--- config.mk ---
export PLATFORM = sky130hd
export DESIGN_NAME = memio_decoder
export DESIGN_NICKNAME = d
export VERILOG_FILES = /design/src/rtl/memio_pkg.sv /design/src/rtl/memio_space_sel.sv /design/src/rtl/memio_port_decode.sv /design/src/rtl/memio_rdata_mux.sv /design/src/rtl/memio_decoder.sv
export SDC_FILE = /design/constraint.sdc
export NUM_CORES = 1
export LEC_CHECK = 0
export ABC_AREA = 0
export BUFFER_PORTS_ARGS = -buffer_cell sky130_fd_sc_hd__buf_2
export CAP_MARGIN = 20
export CORE_AREA = 3 3 117 63
export CTS_CLUSTER_DIAMETER = 40
export CTS_CLUSTER_SIZE = 20
export DETAILED_ROUTE_END_ITERATION = 7
export DIE_AREA = 0 0 120 66
export HOLD_SLACK_MARGIN = 0.03
export PLACE_DENSITY = 0.77
export REMOVE_ABC_BUFFERS = 1
export SYNTH_ARGS = -nofsm -noshare
export SYNTH_HDL_FRONTEND = slang
export SYNTH_HIERARCHICAL = 1
export SYNTH_SLANG_ARGS = --single-unit
--- constraint.sdc ---
create_clock -name clk -period 1.7 [get_ports clk]
set_input_delay 0.255 -clock clk [delete_from_list [all_inputs] [get_ports clk]]
set_output_delay 0.255 -clock clk [all_outputs]
set_load 0.01 [all_outputs]
--- src/rtl/memio_pkg.sv ---
// Package: shared widths and the per-cycle classification record used by the
// memory/port decoder. Assumes an 8-bit port number field.
package memio_pkg;

    localparam int unsigned PORT_AW = 8;
    localparam int unsigned BYTE_W  = 8;

    // What a sampled bus cycle turned out to be.
    typedef enum logic [1:0] {
        CYC_NONE = 2'd0,
        CYC_MEM  = 2'd1,
        CYC_PORT = 2'd2,
        CYC_ERR  = 2'd3
    } cyc_kind_e;

    typedef struct packed {
        cyc_kind_e            kind;
        logic                 rd;
        logic                 wr;
        logic                 word;
        logic [PORT_AW-1:0]   port_num;
    } cyc_info_t;

endpackage

--- src/rtl/memio_space_sel.sv ---
// Module: memio_space_sel
// Classifies the current bus cycle as idle, memory, port or error. In unified
// mode both space strobes are folded onto the memory side and the port window
// is carved out of the memory map. Assumes WIN_BASE is 256-byte aligned;
// only its upper byte is compared. Purely combinational.
module memio_space_sel
    import memio_pkg::*;
#(
    parameter int unsigned     ADDR_W   = 16,
    parameter logic [ADDR_W-1:0] WIN_BASE = 16'hFF00
) (
    input  logic              unified_mode,
    input  logic [ADDR_W-1:0] addr,
    input  logic              mem_req,
    input  logic              io_req,
    input  logic              rd_strb,
    input  logic              wr_strb,
    input  logic              word_xfer,
    output cyc_info_t         info
);

    logic any_space;
    logic conflict;
    logic one_dir;
    logic in_window;

    assign any_space = mem_req | io_req;
    assign conflict  = (mem_req & io_req) | (any_space & rd_strb & wr_strb);
    assign one_dir   = rd_strb ^ wr_strb;
    assign in_window = (addr[ADDR_W-1:PORT_AW] == WIN_BASE[ADDR_W-1:PORT_AW]);

    // Decide the cycle kind and carry direction and port number along.
    always_comb begin
        info          = '0;
        info.kind     = CYC_NONE;
        info.port_num = addr[PORT_AW-1:0];
        info.word     = word_xfer;
        if (conflict) begin
            info.kind = CYC_ERR;
        end else if (any_space && one_dir) begin
            info.rd = rd_strb;
            info.wr = wr_strb;
            if (unified_mode) begin
                info.kind = in_window ? CYC_PORT : CYC_MEM;
            end else begin
                info.kind = mem_req ? CYC_MEM : CYC_PORT;
            end
        end
    end

endmodule

--- src/rtl/memio_port_decode.sv ---
// Module: memio_port_decode
// Turns a classified port cycle into per-port selects and byte-lane tags.
// Byte cycles select port n; word cycles at even n select n and n+1, the odd
// one on the high lane. Odd word bases raise an alignment error. Port numbers
// at or above N_PORTS select nothing. Purely combinational.
module memio_port_decode
    import memio_pkg::*;
#(
    parameter int unsigned N_PORTS = 8
) (
    input  cyc_info_t            info,
    output logic [N_PORTS-1:0]   sel,
    output logic [N_PORTS-1:0]   hi_lane,
    output logic                 rd_en,
    output logic                 wr_en,
    output logic                 align_err
);

    logic               is_port;
    logic               bad_align;
    logic               good;
    logic [PORT_AW-1:0] pair_num;

    assign is_port   = (info.kind == CYC_PORT);
    assign bad_align = info.word & info.port_num[0];
    assign good      = is_port & ~bad_align;
    assign pair_num  = {info.port_num[PORT_AW-1:1], 1'b1};
    assign rd_en     = good & info.rd;
    assign wr_en     = good & info.wr;
    assign align_err = is_port & bad_align;

    // One comparator pair per implemented port.
    for (genvar i = 0; i < int'(N_PORTS); i++) begin : g_port
        localparam logic [PORT_AW-1:0] NUM = PORT_AW'(i);
        logic hit_lo;
        logic hit_hi;
        assign hit_lo     = (info.port_num == NUM);
        assign hit_hi     = info.word & (pair_num == NUM);
        assign sel[i]     = good & (hit_lo | hit_hi);
        assign hi_lane[i] = info.word & NUM[0];
    end

endmodule

--- src/rtl/memio_rdata_mux.sv ---
// Module: memio_rdata_mux
// Steers the read data of the selected ports onto the 16-bit return bus.
// A lane no selected port drives reads 0xFF. Assumes at most one port per
// lane, which the decoder guarantees. Purely combinational.
module memio_rdata_mux
    import memio_pkg::*;
#(
    parameter int unsigned N_PORTS = 8
) (
    input  logic [N_PORTS-1:0]        sel,
    input  logic [N_PORTS-1:0]        hi_lane,
    input  logic                      rd_en,
    input  logic [N_PORTS*BYTE_W-1:0] port_rdata,
    output logic [2*BYTE_W-1:0]       rd_data
);

    // Collect each lane from the single port selected for it.
    always_comb begin
        logic [BYTE_W-1:0] lo;
        logic [BYTE_W-1:0] hi;
        lo = '1;
        hi = '1;
        for (int i = 0; i < int'(N_PORTS); i++) begin
            if (rd_en && sel[i]) begin
                if (hi_lane[i]) hi = port_rdata[i*BYTE_W +: BYTE_W];
                else            lo = port_rdata[i*BYTE_W +: BYTE_W];
            end
        end
        rd_data = {hi, lo};
    end

endmodule

--- src/rtl/memio_decoder.sv ---
// Module: memio_decoder
// Top of the dual-mode memory/port decoder. Classifies each bus cycle,
// decodes port selects, and registers all selects, enables and error flags
// on the clock edge that samples the strobes. Read data is steered from the
// registered selects. Assumes strobes are stable around the sampling edge and
// unified_mode changes only between cycles.
module memio_decoder
    import memio_pkg::*;
#(
    parameter int unsigned       ADDR_W   = 16,
    parameter int unsigned       N_PORTS  = 8,
    parameter logic [ADDR_W-1:0] WIN_BASE = 16'hFF00
) (
    input  logic                      clk,
    input  logic                      rst_n,
    input  logic                      unified_mode,
    input  logic [ADDR_W-1:0]         addr,
    input  logic                      mem_req,
    input  logic                      io_req,
    input  logic                      rd_strb,
    input  logic                      wr_strb,
    input  logic                      word_xfer,
    input  logic [N_PORTS*BYTE_W-1:0] port_rdata,
    output logic                      mem_sel,
    output logic                      mem_rd_en,
    output logic                      mem_wr_en,
    output logic [N_PORTS-1:0]        port_sel,
    output logic                      port_rd_en,
    output logic                      port_wr_en,
    output logic                      word_err,
    output logic                      bus_err,
    output logic [2*BYTE_W-1:0]       rd_data
);

    cyc_info_t          info;
    logic [N_PORTS-1:0] sel_d;
    logic [N_PORTS-1:0] hi_d;
    logic               prd_d;
    logic               pwr_d;
    logic               aerr_d;
    logic               is_mem;
    logic [N_PORTS-1:0] hi_q;

    memio_space_sel #(
        .ADDR_W   (ADDR_W),
        .WIN_BASE (WIN_BASE)
    ) i_space (
        .unified_mode (unified_mode),
        .addr         (addr),
        .mem_req      (mem_req),
        .io_req       (io_req),
        .rd_strb      (rd_strb),
        .wr_strb      (wr_strb),
        .word_xfer    (word_xfer),
        .info         (info)
    );

    memio_port_decode #(
        .N_PORTS (N_PORTS)
    ) i_ports (
        .info      (info),
        .sel       (sel_d),
        .hi_lane   (hi_d),
        .rd_en     (prd_d),
        .wr_en     (pwr_d),
        .align_err (aerr_d)
    );

    assign is_mem = (info.kind == CYC_MEM);

    // Register every select, enable and flag; clear all of them in reset.
    always_ff @(posedge clk) begin
        if (!rst_n) begin
            mem_sel    <= 1'b0;
            mem_rd_en  <= 1'b0;
            mem_wr_en  <= 1'b0;
            port_sel   <= '0;
            hi_q       <= '0;
            port_rd_en <= 1'b0;
            port_wr_en <= 1'b0;
            word_err   <= 1'b0;
            bus_err    <= 1'b0;
        end else begin
            mem_sel    <= is_mem;
            mem_rd_en  <= is_mem & info.rd;
            mem_wr_en  <= is_mem & info.wr;
            port_sel   <= sel_d;
            hi_q       <= hi_d & sel_d;
            port_rd_en <= prd_d;
            port_wr_en <= pwr_d;
            word_err   <= aerr_d;
            bus_err    <= (info.kind == CYC_ERR);
        end
    end

    memio_rdata_mux #(
        .N_PORTS (N_PORTS)
    ) i_rdata (
        .sel        (port_sel),
        .hi_lane    (hi_q),
        .rd_en      (port_rd_en),
        .port_rdata (port_rdata),
        .rd_data    (rd_data)
    );

    // reset clears all outputs.
    p_reset_clear_r1: assert property (@(posedge clk)
        !rst_n |=> (!mem_sel && !mem_rd_en && !mem_wr_en && port_sel == '0 &&
                    !port_rd_en && !port_wr_en && !word_err && !bus_err));

    // isolated-mode memory read selects memory.
    p_iso_mem_rd_r2: assert property (@(posedge clk) disable iff (!rst_n)
        (!unified_mode && mem_req && !io_req && rd_strb && !wr_strb)
        |=> (mem_sel && mem_rd_en && !mem_wr_en && port_sel == '0));

    // unified-mode window hit never selects memory.
    p_win_no_mem_r4: assert property (@(posedge clk) disable iff (!rst_n)
        (unified_mode && (mem_req ^ io_req) && (rd_strb ^ wr_strb) &&
         addr[ADDR_W-1:PORT_AW] == WIN_BASE[ADDR_W-1:PORT_AW])
        |=> (!mem_sel && (port_rd_en || port_wr_en || word_err)));

    // odd word base in isolated mode flags and selects nothing.
    p_odd_word_r7: assert property (@(posedge clk) disable iff (!rst_n)
        (!unified_mode && io_req && !mem_req && (rd_strb ^ wr_strb) &&
         word_xfer && addr[0])
        |=> (word_err && port_sel == '0 && !port_rd_en && !port_wr_en));

    // both space strobes give a bus error only.
    p_dual_space_r8: assert property (@(posedge clk) disable iff (!rst_n)
        (mem_req && io_req)
        |=> (bus_err && !mem_sel && port_sel == '0 && !port_rd_en && !port_wr_en));

    // no space strobe leaves the bus quiet.
    p_idle_quiet_r10: assert property (@(posedge clk) disable iff (!rst_n)
        (!mem_req && !io_req)
        |=> (!mem_sel && port_sel == '0 && !port_rd_en && !port_wr_en &&
             !word_err && !bus_err));

    // memory and ports are exclusive; at most two ports at once.
    p_exclusive_r11: assert property (@(posedge clk) disable iff (!rst_n)
        !(mem_sel && port_sel != '0));

    p_pair_limit_r11: assert property (@(posedge clk) disable iff (!rst_n)
        $countones(port_sel) <= 2);

endmodule

# --- Word-level counts from Yosys, hierarchy flattened ---
# Cells that the tools add are included.
totals:
  ff_bits: 23
  input_bits: 88
  output_inout_bits: 31
op_classes:
  eq_ne: 14
  muxes: 38
  n_bitwise: 33
  reduce_logical: 12
op_table:
  columns: ["op", "count"]
  rows:
  - ["$mux W8", 32]
  - ["$eq A8 B3 Y1 const B", 4]
  - ["$and A1 B1 Y1", 23]
  - ["$eq A8 B2 Y1 const B", 2]
  - ["$logic_not A8 Y1", 2]
  - ["$eq A7 B2 Y1 const B", 2]
  - ["$mux W2", 5]
  - ["$logic_and A1 B1 Y1", 9]
  - ["$and A8 B8 Y8", 1]
  - ["$eq A8 B1 Y1 const B", 1]
  - ["$eq A8 B8 Y1 const B", 1]
  - ["$eq A7 B1 Y1 const B", 1]
  - ["$logic_not A7 Y1", 1]
  - ["$or A1 B1 Y1", 7]
  - ["$eq A2 B2 Y1 const B", 2]
  - ["$mux W4", 1]
  - ["$eq A2 B1 Y1 const B", 1]
  - ["$not A1 Y1", 1]
  - ["$xor A1 B1 Y1", 1]

# --- Depth between registers and ports, before layout ---
# Gate-level depths: netlist of the first run.
depth:
  depth_word: 16
  depth_mapped: 9
  ltp_nobuf: 7

# --- Cells and area by module ---
# Netlist of the first run, hierarchy kept.
by_module_without_submodules:
  columns: ["module", "instances", "cells_per_inst", "area_per_inst_um2", "seq_area_each_um2"]
  rows:
  - ["memio_rdata_mux", 1, 261, 1746.7, 0.0]
  - ["memio_decoder", 1, 48, 626.9, 460.4]
  - ["memio_port_decode", 1, 32, 254.0, 0.0]
  - ["memio_space_sel", 1, 30, 198.9, 0.0]

# --- Least setup slack after synthesis of the first run ---
# Ideal clock, no wire load.
synth_timing:
  path_kind: "input to register"
  from: "in wr_strb"
  to: "reg hi_q[5]"
  arrival_ns: 1.636
  slack_ns: -0.052
  cell_stages: 8
  path_cell_list: "clkbuf_2 > maj3_2 > a221o_1 > nand2b_4 > nand2b_4 > buf_6 > nor3_1 > and3_1"
synth_rtl:
  columns: ["item", "line_no", "source"]
  rows:
  - ["start, declared", "memio_decoder.sv:21", "input logic wr_strb,"]
  - ["end signal, assigned", "memio_decoder.sv:88", "hi_q <= hi_d & sel_d;"]
  - ["end, declared", "memio_decoder.sv:42", "logic [N_PORTS-1:0] hi_q;"]

# --- Worst setup path after layout of the first run ---
layout_timing:
  from: "reg hi_q[0]"
  to: "out rd_data[10]"
layout_via:
  elab_chain_len: 16
layout_lines:
  columns: ["item", "line_no", "source"]
  rows:
  - ["$mux W8 (*)", "memio_rdata_mux.sv:25", "if (hi_lane[i]) hi = port_rdata[i*BYTE_W +: BYTE_W];"]
  - ["$mux W8 (*)", "memio_rdata_mux.sv:24", "if (rd_en && sel[i]) begin"]
  - ["$mux W8", "memio_rdata_mux.sv:25", null]
  - ["$mux W8 (*)", "memio_rdata_mux.sv:24", null]
  - ["$mux W8", "memio_rdata_mux.sv:25", null]
  - ["$mux W8 (*)", "memio_rdata_mux.sv:24", null]
  - ["$mux W8", "memio_rdata_mux.sv:25", null]
  - ["$mux W8 (*)", "memio_rdata_mux.sv:24", null]
  - ["$mux W8", "memio_rdata_mux.sv:25", null]
  - ["$mux W8 (*)", "memio_rdata_mux.sv:24", null]
  - ["$mux W8", "memio_rdata_mux.sv:25", null]
  - ["$mux W8 (*)", "memio_rdata_mux.sv:24", null]
  - ["$mux W8", "memio_rdata_mux.sv:25", null]
  - ["$mux W8 (*)", "memio_rdata_mux.sv:24", null]
  - ["$mux W8", "memio_rdata_mux.sv:25", null]
  - ["$mux W8 (*)", "memio_rdata_mux.sv:24", null]
  - ["end, declared", "memio_decoder.sv:32", "output logic [2*BYTE_W-1:0] rd_data"]
# Every way passes the cells marked *; elsewhere a longest branch is shown, timed or not.

==> results.md, run 1 <==
- Drt pass-1 iters: 5
- Total GRT Usage: 29.6%
- Leakage: 1.99 nW
- FMAX: 499 MHz
- Yosys top cell by area: dfxtp_1
- Rows: 21
- RSZ-0062 raised after global routing: yes
- CTS buffer count: 3
- Violated checks: negative setup slack
- Post-DRT Antenna Nets: 0
- Post-Layout Cell Count: 622
- Initial antenna violation count: 1
- Hold endpoint: hi_q[3]$_SDFF_PN0_
- Height of the die: 66 um
- Port Buf Inserts: 118
- Hold buffer count at cts: 0
- Largest net degree at the start of global routing: 24
- Post-Route WL: 12200 um
- Maximum vdd drop: 463 uV
- Share of the synthesized area in the top cell type: 16.3%
- Cells after DPL: 604
- First-pass GRT wire length: 18500 um
- Post-synth EDFFs: 0
- CTS Buffer Depth: 2
- Core box area: 6490 um^2
- Die Wd: 120 um
- Dpl hpwl: 9360 um
- Mapped Cells: 371
- Worst EP arrival: 1.75 ns
- Worst Path Max Fanout: 5
- Yosys reg bits: 23
- Avg Inst Size Synth: 7.62 um^2
- Pre-CTS setup slack: -0.182 ns
- DR WL/cell: 19.6 um
- Sequential area share after synthesis: 16.3%
- Synth warnings: 6
- Most frequent cell after synthesis: buf_4
- Share of post-route cells with drive strength above 1: 53.6%
- Post-synth ARST share: 0%
- CTS tree: done
- Worst hold path type: input pin to register
- Total gr overflow: 0
- Startpoint class of the critical path: register
- Gpl congestion: 0.929
- CP Data Required Time: 1.44 ns
- Fin crit share: 118%
- Outcome: complete, but fails checks
- Hold path depth: 2
- Antenna Cells: 0
- Synth unique cells: 71
- Total Power: 1.34 mW
- CP max stage delay: 0.36 ns
- Setup ws final: -0.305 ns
- Final setup fails: 16
- Final Instance Area: 4360 um^2
- Clock root buffer: clkbuf_16
- Fin crit period: 2.01 ns
- Vias: 3631
- Crit-path cells: buf_6 -> buf_4 -> nand3b_1 -> o211ai_1 -> nand4_1 -> a31o_1 -> buf_2
- Slew Limit Fails: 0
- Area growth, synth to finish: 54.1%
- Primary FF master, synth: dfxtp_1
- CP Capture Type: output pin
- PwrDens: 308 nW/um^2
- Crit Path Category: register to output pin
- Commonest cells post-synth: buf_4 (25), dfxtp_1 (23), nand2_1 (19), nand3b_1 (19)
- HP Start: word_xfer
- Max_cap viols: 0
- I/O Pins: 119
- Layout Nets: 619
- Starting density of the core: 43.6%
- Vias in the first global route: 3429
- Post-Syn Area: 2830 um^2
- Vias/cell: 5.84
- Clk sinks: 23
- H-tree Lvls: 1
- Worst-path clk slew: 0.06 ns
- DR iter-0 viols: 273
- Die ar.: 7920 um^2
- Final Hold Vio Count: 0
- Placed Area: 3730 um^2
- DRC: 0
- CP max-delay cell: dfxtp_4
- Top cells by area, synth: dfxtp_1 (16%), buf_4 (6.6%), nand3b_1 (5.0%), and2_1 (3.3%), nor3b_1 (2.9%)
## report_power, final
group	internal (mW)	switching [mW]
registers	0.531	0.00163
logic	0.135	0.156
clock network	0.320	0.196
total	0.986	0.354
## placed cells by master, fill, tap and decap left out, drive strengths merged, types with 7 or more instances in the layout
cell    Yosys  layout
nand2b     10      10
inv        16      16
nor2b       7       7
o211ai      9       9
o21ai      21      21
a31oi      10      10
a22oi       8       8
dfxtp      23      23
nor2       16      16
nand3b     20      20
nor3       17      17
and3       10      10
a21oi       9       9
nand2      19      19
buf        42     198
and2       16      16
nor3b      11      11
nand3      10      10
## worst max-delay path by stage
stage               cells past startpoint             startpoint            endpoint  slack (ns)
global placement                        8               addr[15]  hi_q[7]$_SDFF_PN0_       -0.11
detailed placement                      8           unified_mode  hi_q[7]$_SDFF_PN0_       -0.18
global route                            7     hi_q[1]$_SDFF_PN0_         rd_data[13]       -0.37
floorplan                               4  port_rd_en$_SDFF_PN0_          rd_data[0]       -0.33
finish                                  7     hi_q[0]$_SDFF_PN0_         rd_data[10]       -0.31
CTS                                     6  port_rd_en$_SDFF_PN0_          rd_data[7]       -0.24
## metal layers
layer	GRT usage, %	wire [um]	up-vias
li1	-	-	1726
met1	41.9	5540	1682
met2	46.2	5140	202
met3	8.89	1400	19
met4	2.00	136	2
met5	0	7	-
## timing repair
| action | in CTS | in global routing |
|---|---|---|
| setup endpoints to repair | 16 | 18 |
| gates resized for setup | 83 | 30 |
| buffers inserted | 8 | 6 |
| pin swaps | 37 | 25 |
## flip-flops by register name, indices dropped and copies added, names as in the netlist
name and cells:
port_sel 8, bus_err 1, word_err 1, mem_sel 1
port_wr_en 1, hi_q 8, mem_rd_en 1, port_rd_en 1
mem_wr_en 1
## cell type report
class | instances | area, um^2
Timing Repair Buffer | 198 | 1300
Inverter | 16 | 60.1
Tap cell | 92 | 115
Fill cell | 530 | 2130
Sequential cell | 23 | 500
Multi-Input combinational cell | 289 | 2300
Clock buffer | 4 | 78.8
## through the flow
stage / util [%] / hold slack, ns / setup TNS [ns]
3_3_place_gp: 57.5 / 0.595 / -0.929
2_1_floorplan: - / 0.377 / -2.13
4_1_cts: 64.4 / 0.344 / -3.11
6_report: 67.1 / 0.356 / -3.88
5_1_grt: 67.1 / 0.363 / -4.81
3_5_place_dp: 57.5 / 0.607 / -1.97
## worst max-delay path: cells and delay by family, from the launching register on
kind / cells / cell delay (ns)
AOI/OAI and AO/OA: 2 / 0.48
DFF: 1 / 0.36
buffers and inverters: 3 / 0.35
and+or+nand+nor: 2 / 0.32
## cell families (layout without fill, tap and decap cells)
logic type | after synthesis | in the layout | share of synthesized area, %
AND/OR/NAND/NOR | 159 | 159 | 35.9
multiplexers | 2 | 2 | 0.708
adder cells (fa/ha/maj) | 1 | 1 | 0.398
flip-flops | 23 | 23 | 16.3
other | 1 | 4 | 0.133
AO/OA/AOI/OAI | 121 | 121 | 32.0
buffers and inverters | 62 | 218 | 14.0
XOR/XNOR | 2 | 2 | 0.620
Power figures use the tool's default switching activity.
==> run 2: changes to the inputs <==
--- a/config.mk
+++ b/config.mk
@@ -8,13 +8,13 @@
 export ABC_AREA = 0
 export BUFFER_PORTS_ARGS = -buffer_cell sky130_fd_sc_hd__buf_2
 export CAP_MARGIN = 20
-export CORE_AREA = 3 3 117 63
+export CORE_AREA = 2 2 111 59
 export CTS_CLUSTER_DIAMETER = 40
 export CTS_CLUSTER_SIZE = 20
 export DETAILED_ROUTE_END_ITERATION = 7
-export DIE_AREA = 0 0 120 66
+export DIE_AREA = 0 0 113 61
 export HOLD_SLACK_MARGIN = 0.03
-export PLACE_DENSITY = 0.77
+export PLACE_DENSITY = 0.8
 export REMOVE_ABC_BUFFERS = 1
 export SYNTH_ARGS = -nofsm -noshare
 export SYNTH_HDL_FRONTEND = slang
==> constraint.sdc (replaced) <==
create_clock -name clk -period 1.89 [get_ports clk]
set_input_delay 0.2835 -clock clk [delete_from_list [all_inputs] [get_ports clk]]
set_output_delay 0.2835 -clock clk [all_outputs]
set_load 0.01 [all_outputs]
==> results.md, run 2 (same netlist as run 1, synthesis figures left out) <==
- Die ar.: 6890 um^2 (-13%)
- DR iter-0 viols: 530 (+94%)
- Post-Route WL: 11800 um (-3.8%)
- CTS Buffer Depth: 2 (unchanged)
- CTS buffer count: 3 (unchanged)
- Fin crit period: 2.05 ns
- Largest net degree at the start of global routing: 24 (unchanged)
- Post-Layout Cell Count: 577 (-7.2%)
- Vias in the first global route: 3197 (-6.8%)
- Crit-path cells: nand2b_4 -> buf_6 -> mux2i_2 -> o311a_1 -> o21ai_1 -> buf_2
- Gpl congestion: 0.944 (+1.6%)
- Crit path from: hi_q[1]$_SDFF_PN0_
- WL met3: 1670 um (+19%)
- Wl on met1: 5110 um (-7.8%)
- CP max-delay cell: o311a_1
- Startpoint class of the critical path: register
- Worst Path Max Fanout: 5 (unchanged)
- Vias/cell: 6.25 (+7.0%)
- Violated checks: design-rule violations, negative setup slack
- Setup ws final: -0.162 ns (+0.143 ns)
- HP Start: word_xfer
- Clk network pwr share: 39.5% (+1.0 points)
- Clk sinks: 23 (unchanged)
- Commonest non-fill, non-tap cells in the layout: buf_2 (119), buf_4 (31), nand3b_1 (19)
- Share of post-route cells with drive strength above 1: 51.8% (-1.8 points)
- Flop pwr share: 39.9% (about the same)
- Core box area: 5910 um^2 (-9.0%)
- Fin crit share: 109%
- Total gr overflow: 0 (unchanged)
- First-pass GRT wire length: 17000 um (-7.7%)
- CTS tree: done
- Highest routing layer actually used: met4
- Hold buffer count at cts: 0 (unchanged)
- Drt pass-1 iters: 7 (+2)
- Final Hold Vio Count: 0 (unchanged)
- Final Instance Area: 4120 um^2 (-5.5%)
- I/O Pins: 119 (unchanged)
- CP Capture Type: output pin
- Leakage: 1.78 nW (-11%)
- Total GRT Usage: 32.3% (+2.7 points)
- Commonest non-fill, non-tap cell in the layout: buf_2
- # fillers: 491 (-7.4%)
- Starting density of the core: 47.9% (+4.3 points)
- Vias: 3605 (-0.72%)
- Sw power: 0.319 mW (-9.9%)
- Final core occ: 69.7% (+2.6 points)
- Antenna Cells: 0 (unchanged)
- Height of the die: 61 um (-7.6%)
- Crit Path Category: register to output pin
- Placed Area: 3440 um^2 (-7.6%)
- H-tree Lvls: 1 (unchanged)
- Min Hold Slack: 0.371 ns (+0.0158 ns)
- Rows: 20 (-4.8%)
- Max_cap viols: 0 (unchanged)
- Clock root buffer: clkbuf_16
- Dpl hpwl: 8710 um (-6.9%)
- PwrDens: 290 nW/um^2 (-5.7%)
- CP max stage delay: 0.35 ns (about the same)
- Initial antenna violation count: 0 (-1)
- RSZ-0062 raised after global routing: yes
- Worst hold path type: input pin to register
- Worst-path clk slew: 0.06 ns (about the same)
- Slew Limit Fails: 0 (unchanged)
- Sw Share: 26.7% (+0.27 points)
- Combinational share of power: 20.6% (-1.1 points)
- Pint: 0.876 mW (-11%)
- DR WL/cell: 20.4 um (+3.7%)
- Post-DRT Antenna Nets: 0 (unchanged)
- Met2 wire len: 4860 um (-5.4%)
- DRC: 9 (+9)
- Total Power: 1.19 mW (-11%)
- Port Buf Inserts: 118 (unchanged)
- Die Wd: 113 um (-5.8%)
- Largest registers: hi_q: 8 flops, port_sel: 8 flops
- FMAX: 487 MHz
- Final setup fails: 16 (unchanged)
- Area growth, synth to finish: 45.7%
- CP Data Required Time: 1.61 ns (+0.17 ns)
- Worst Setup EP: rd_data[7]
- Maximum vdd drop: 297 uV (-36%)
- Worst EP arrival: 1.77 ns (+0.02 ns)
- Outcome: complete, but fails checks
- Cells after DPL: 557 (-7.8%)
- Layout Nets: 589 (-4.8%)
[run 2: metrics by stage]
step / TNS, ns / setup slack (ns)
2_1_floorplan: -0.481 / -0.173
3_3_place_gp: 0 / 0.00707
3_5_place_dp: -0.00897 / -0.00897
4_1_cts: -0.870 / -0.108
5_1_grt: -2.21 / -0.197
6_report: -1.42 / -0.162
[run 2: worst min path at each step]
| stage | endpoint | slack [ns] | cells past startpoint |
|---|---|---|---|
| 2_1_floorplan | port_rd_en$_SDFF_PN0_ | 0.41 | 1 |
| 3_3_place_gp | hi_q[7]$_SDFF_PN0_ | 0.63 | 2 |
| 3_5_place_dp | hi_q[1]$_SDFF_PN0_ | 0.63 | 2 |
| 4_1_cts | hi_q[1]$_SDFF_PN0_ | 0.36 | 2 |
| 5_1_grt | hi_q[1]$_SDFF_PN0_ | 0.37 | 2 |
| 6_report | hi_q[1]$_SDFF_PN0_ | 0.37 | 2 |
[run 2: repair_timing]
item | in CTS | in global routing
gates cloned | 4 | 0
pin swaps | 26 | 22
resized for setup | 84 | 39
setup buffers | 11 | 2
endpoints found under the setup margin | 16 | 16
[run 2: cell type report]
type / instances / area, um^2 / share of cell area (%)
tap: 77 / 96.3 / 2.34
multi-input combinational: 290 / 2340 / 56.9
sequential: 23 / 507 / 12.3
timing repair buffer: 167 / 1030 / 25.0
clock buffer: 4 / 78.8 / 1.91
inverter: 16 / 62.6 / 1.52
[run 2: worst max-delay path: cells and delay by family (launching register included)]
| family | cells | cell delay, ns |
|---|---|---|
| flops | 1 | 0.34 |
| compound gates | 2 | 0.53 |
| simple gates | 1 | 0.17 |
| mux | 1 | 0.17 |
| buf+inv | 2 | 0.30 |
[run 2: per-layer routing]
metal / vias up / global-route usage, %
met5: - / 0
met4: 0 / 3.66
met3: 23 / 13.9
met2: 249 / 48.2
met1: 1672 / 44.9
li1: 1661 / -
[run 2: power groups by stage]
stage               clock network (mW)  logic (mW)  registers [mW]
global placement                     0       0.221           0.502
floorplan                            0      0.0652           0.506
detailed placement                   0       0.225           0.502
CTS                              0.466       0.233           0.481
global route                     0.496       0.261           0.477
finish                           0.472       0.246           0.477
==> run 3: changes to the inputs <==
--- a/config.mk
+++ b/config.mk
@@ -14,6 +14,7 @@
 export DETAILED_ROUTE_END_ITERATION = 7
 export DIE_AREA = 0 0 113 61
 export HOLD_SLACK_MARGIN = 0.03
+export MAX_ROUTING_LAYER = met4
 export PLACE_DENSITY = 0.8
 export REMOVE_ABC_BUFFERS = 1
 export SYNTH_ARGS = -nofsm -noshare
==> results.md, run 3 (same netlist as run 1, synthesis figures left out) <==
- Largest registers: hi_q: 8 flops, port_sel: 8 flops
- CP max stage delay: 0.44 ns (+0.09 ns)
- PwrDens: 286 nW/um^2 (-1.4%)
- CP max-delay cell: o32a_1
- Rows: 20 (unchanged)
- I/O Pins: 119 (unchanged)
- Drt pass-1 iters: 7 (unchanged)
- CP Capture Type: output pin
- Height of the die: 61 um (unchanged)
- Clk sinks: 23 (unchanged)
- First-pass GRT wire length: 17400 um (+2.0%)
- HP Start: word_xfer
- Flop pwr share: 40.3% (+0.4 points)
- Worst EP arrival: 1.73 ns (-0.04 ns)
- Max_cap viols: 0 (unchanged)
- Clock root buffer: clkbuf_16
- Post-Layout Cell Count: 581 (+0.69%)
- Commonest non-fill, non-tap cells in the layout: buf_2 (119), buf_4 (37), nand3b_1 (19)
- CTS buffer count: 3 (unchanged)
- Antenna Cells: 0 (unchanged)
- Commonest non-fill, non-tap cell in the layout: buf_2
- Outcome: complete, but fails checks
- Maximum vdd drop: 392 uV (+32%)
- Die Wd: 113 um (unchanged)
- Port Buf Inserts: 118 (unchanged)
- FMAX: 497 MHz (+2.0%)
- Register area: 502 um^2 (-0.99%)
- Starting density of the core: 47.9% (unchanged)
- Pint: 0.875 mW (about the same)
- CTS Buffer Depth: 2 (unchanged)
- Worst-path clk slew: 0.06 ns (about the same)
- Startpoint class of the critical path: register
- Final setup TNS: -0.876 ns (+0.547 ns)
- Final Instance Area: 4160 um^2 (+0.97%)
- Leakage: 1.82 nW (+2.8%)
- Post-Route WL: 11500 um (-2.1%)
- Share of post-route cells with drive strength above 1: 54.0% (+2.2 points)
- RSZ-0062 raised after global routing: yes
- Combinational share of power: 20.9% (+0.3 points)
- Total GRT Usage: 34.1% (+1.8 points)
- Placed Area: 3470 um^2 (+0.65%)
- Sw power: 0.314 mW (-1.4%)
- Worst Path Max Fanout: 6 (+1)
- Setup ws final: -0.122 ns (+0.0400 ns)
- Final setup fails: 14 (-2)
- Vias/cell: 6.20 (-0.72%)
- Core box area: 5910 um^2 (unchanged)
- Crit path from: port_rd_en$_SDFF_PN0_
- H-tree Lvls: 1 (unchanged)
- DRC: 9 (unchanged)
- Violated checks: design-rule violations, negative setup slack
- Sw Share: 26.4% (-0.25 points)
- Clk network pwr share: 38.8% (-0.7 points)
- Vias in the first global route: 3273 (+2.4%)
- Multi-input logic area: 2350 um^2 (+0.11%)
- Final Hold Vio Count: 0 (unchanged)
- Fin crit period: 2.01 ns (-0.0400 ns)
- Worst hold path type: input pin to register
- Gpl congestion: 0.971 (+2.9%)
- DR WL/cell: 19.8 um (-2.7%)
- Total gr overflow: 0 (unchanged)
- CTS tree: done
- Slew Limit Fails: 0 (unchanged)
- Post-DRT Antenna Nets: 0 (unchanged)
- Crit Path Category: register to output pin
- CP Data Required Time: 1.61 ns (about the same)
- Vias: 3604 (-0.028%)
- Crit-path cells: buf_6 -> nand3b_1 -> o32a_1 -> o211ai_1 -> o21ai_1 -> buf_2
- DR iter-0 viols: 458 (-14%)
- Die ar.: 6890 um^2 (unchanged)
- Largest net degree at the start of global routing: 24 (unchanged)
- Layout Nets: 593 (+0.68%)
- Final core occ: 70.4% (+0.68 points)
- Pre-CTS setup slack: 0.0157 ns (+0.0247 ns)
- Hold buffer count at cts: 0 (unchanged)
- Dpl hpwl: 8820 um (+1.2%)
- Area growth, synth to finish: 47.1%
- Fin crit share: 106% (-2.1 points)
- # fillers: 487 (-0.81%)
- Initial antenna violation count: 0 (unchanged)
- Cells after DPL: 560 (+0.54%)
==> run 3: changes by cell type in the layout (fill, tap and decap cells not counted), moves of 3 or more <==
cell / before / now
buf_4: 31 / 37
buf_6: 16 / 11
a22oi_1: 5 / 2
a22oi_2: 3 / 6
nor2b_2: 1 / 4
==> run 3: repair_timing <==
action,CTS,global route
pin swaps,35,24
setup endpoints to repair,16,16
gates cloned,2,1
buffers inserted,11,5
resized for setup,79,34
hold endpoints to repair,0,0
==> run 3: path summary, 6_finish.rpt <==
kind                        endpoint  slack, ns  cells past startpoint
hold / removal    hi_q[3]$_SDFF_PN0_       0.37                      2
setup / recovery          rd_data[7]      -0.12                      6
==> run 3: metal layers <==
layer,up-vias,wire [um],global-route usage (%)
li1,1672,-,-
met1,1694,5460,49.0
met2,226,4650,49.8
met3,12,1370,9.09
met4,0,36,2.26
met5,-,0,-
==> run 3: stage by stage <==
stage	hold slack (ns)	power [mW]
after floorplan	0.405	0.571
after global placement	0.632	0.724
after detailed placement	0.636	0.729
after CTS	0.369	1.18
after global routing	0.380	1.24
final	0.371	1.19
==> run 3: cell type report <==
type                    count  share of cell area, %
multi-input cells         290                   56.5
repair buffers            171                   25.8
flip-flops and latches     23                   12.1
well taps                  77                   2.32
clock buffers               3                   1.81
inverters                  16                   1.44
clock inverters             1                  0.120
==> run 3: critical path, delay by kind of cell, from the launching register on <==
kind / cells / cell delay, ns
buffers and inverters: 2 / 0.28
AOI/OAI and AO/OA: 3 / 0.64
DFF: 1 / 0.36
and+or+nand+nor: 1 / 0.20
==> run 3: power groups by stage <==
stage | sequential [mW] | clock, mW | combinational, mW
after floorplan | 0.506 | 0 | 0.0652
after global placement | 0.501 | 0 | 0.223
after detailed placement | 0.502 | 0 | 0.227
after CTS | 0.482 | 0.462 | 0.235
after global routing | 0.479 | 0.491 | 0.265
final | 0.480 | 0.461 | 0.248
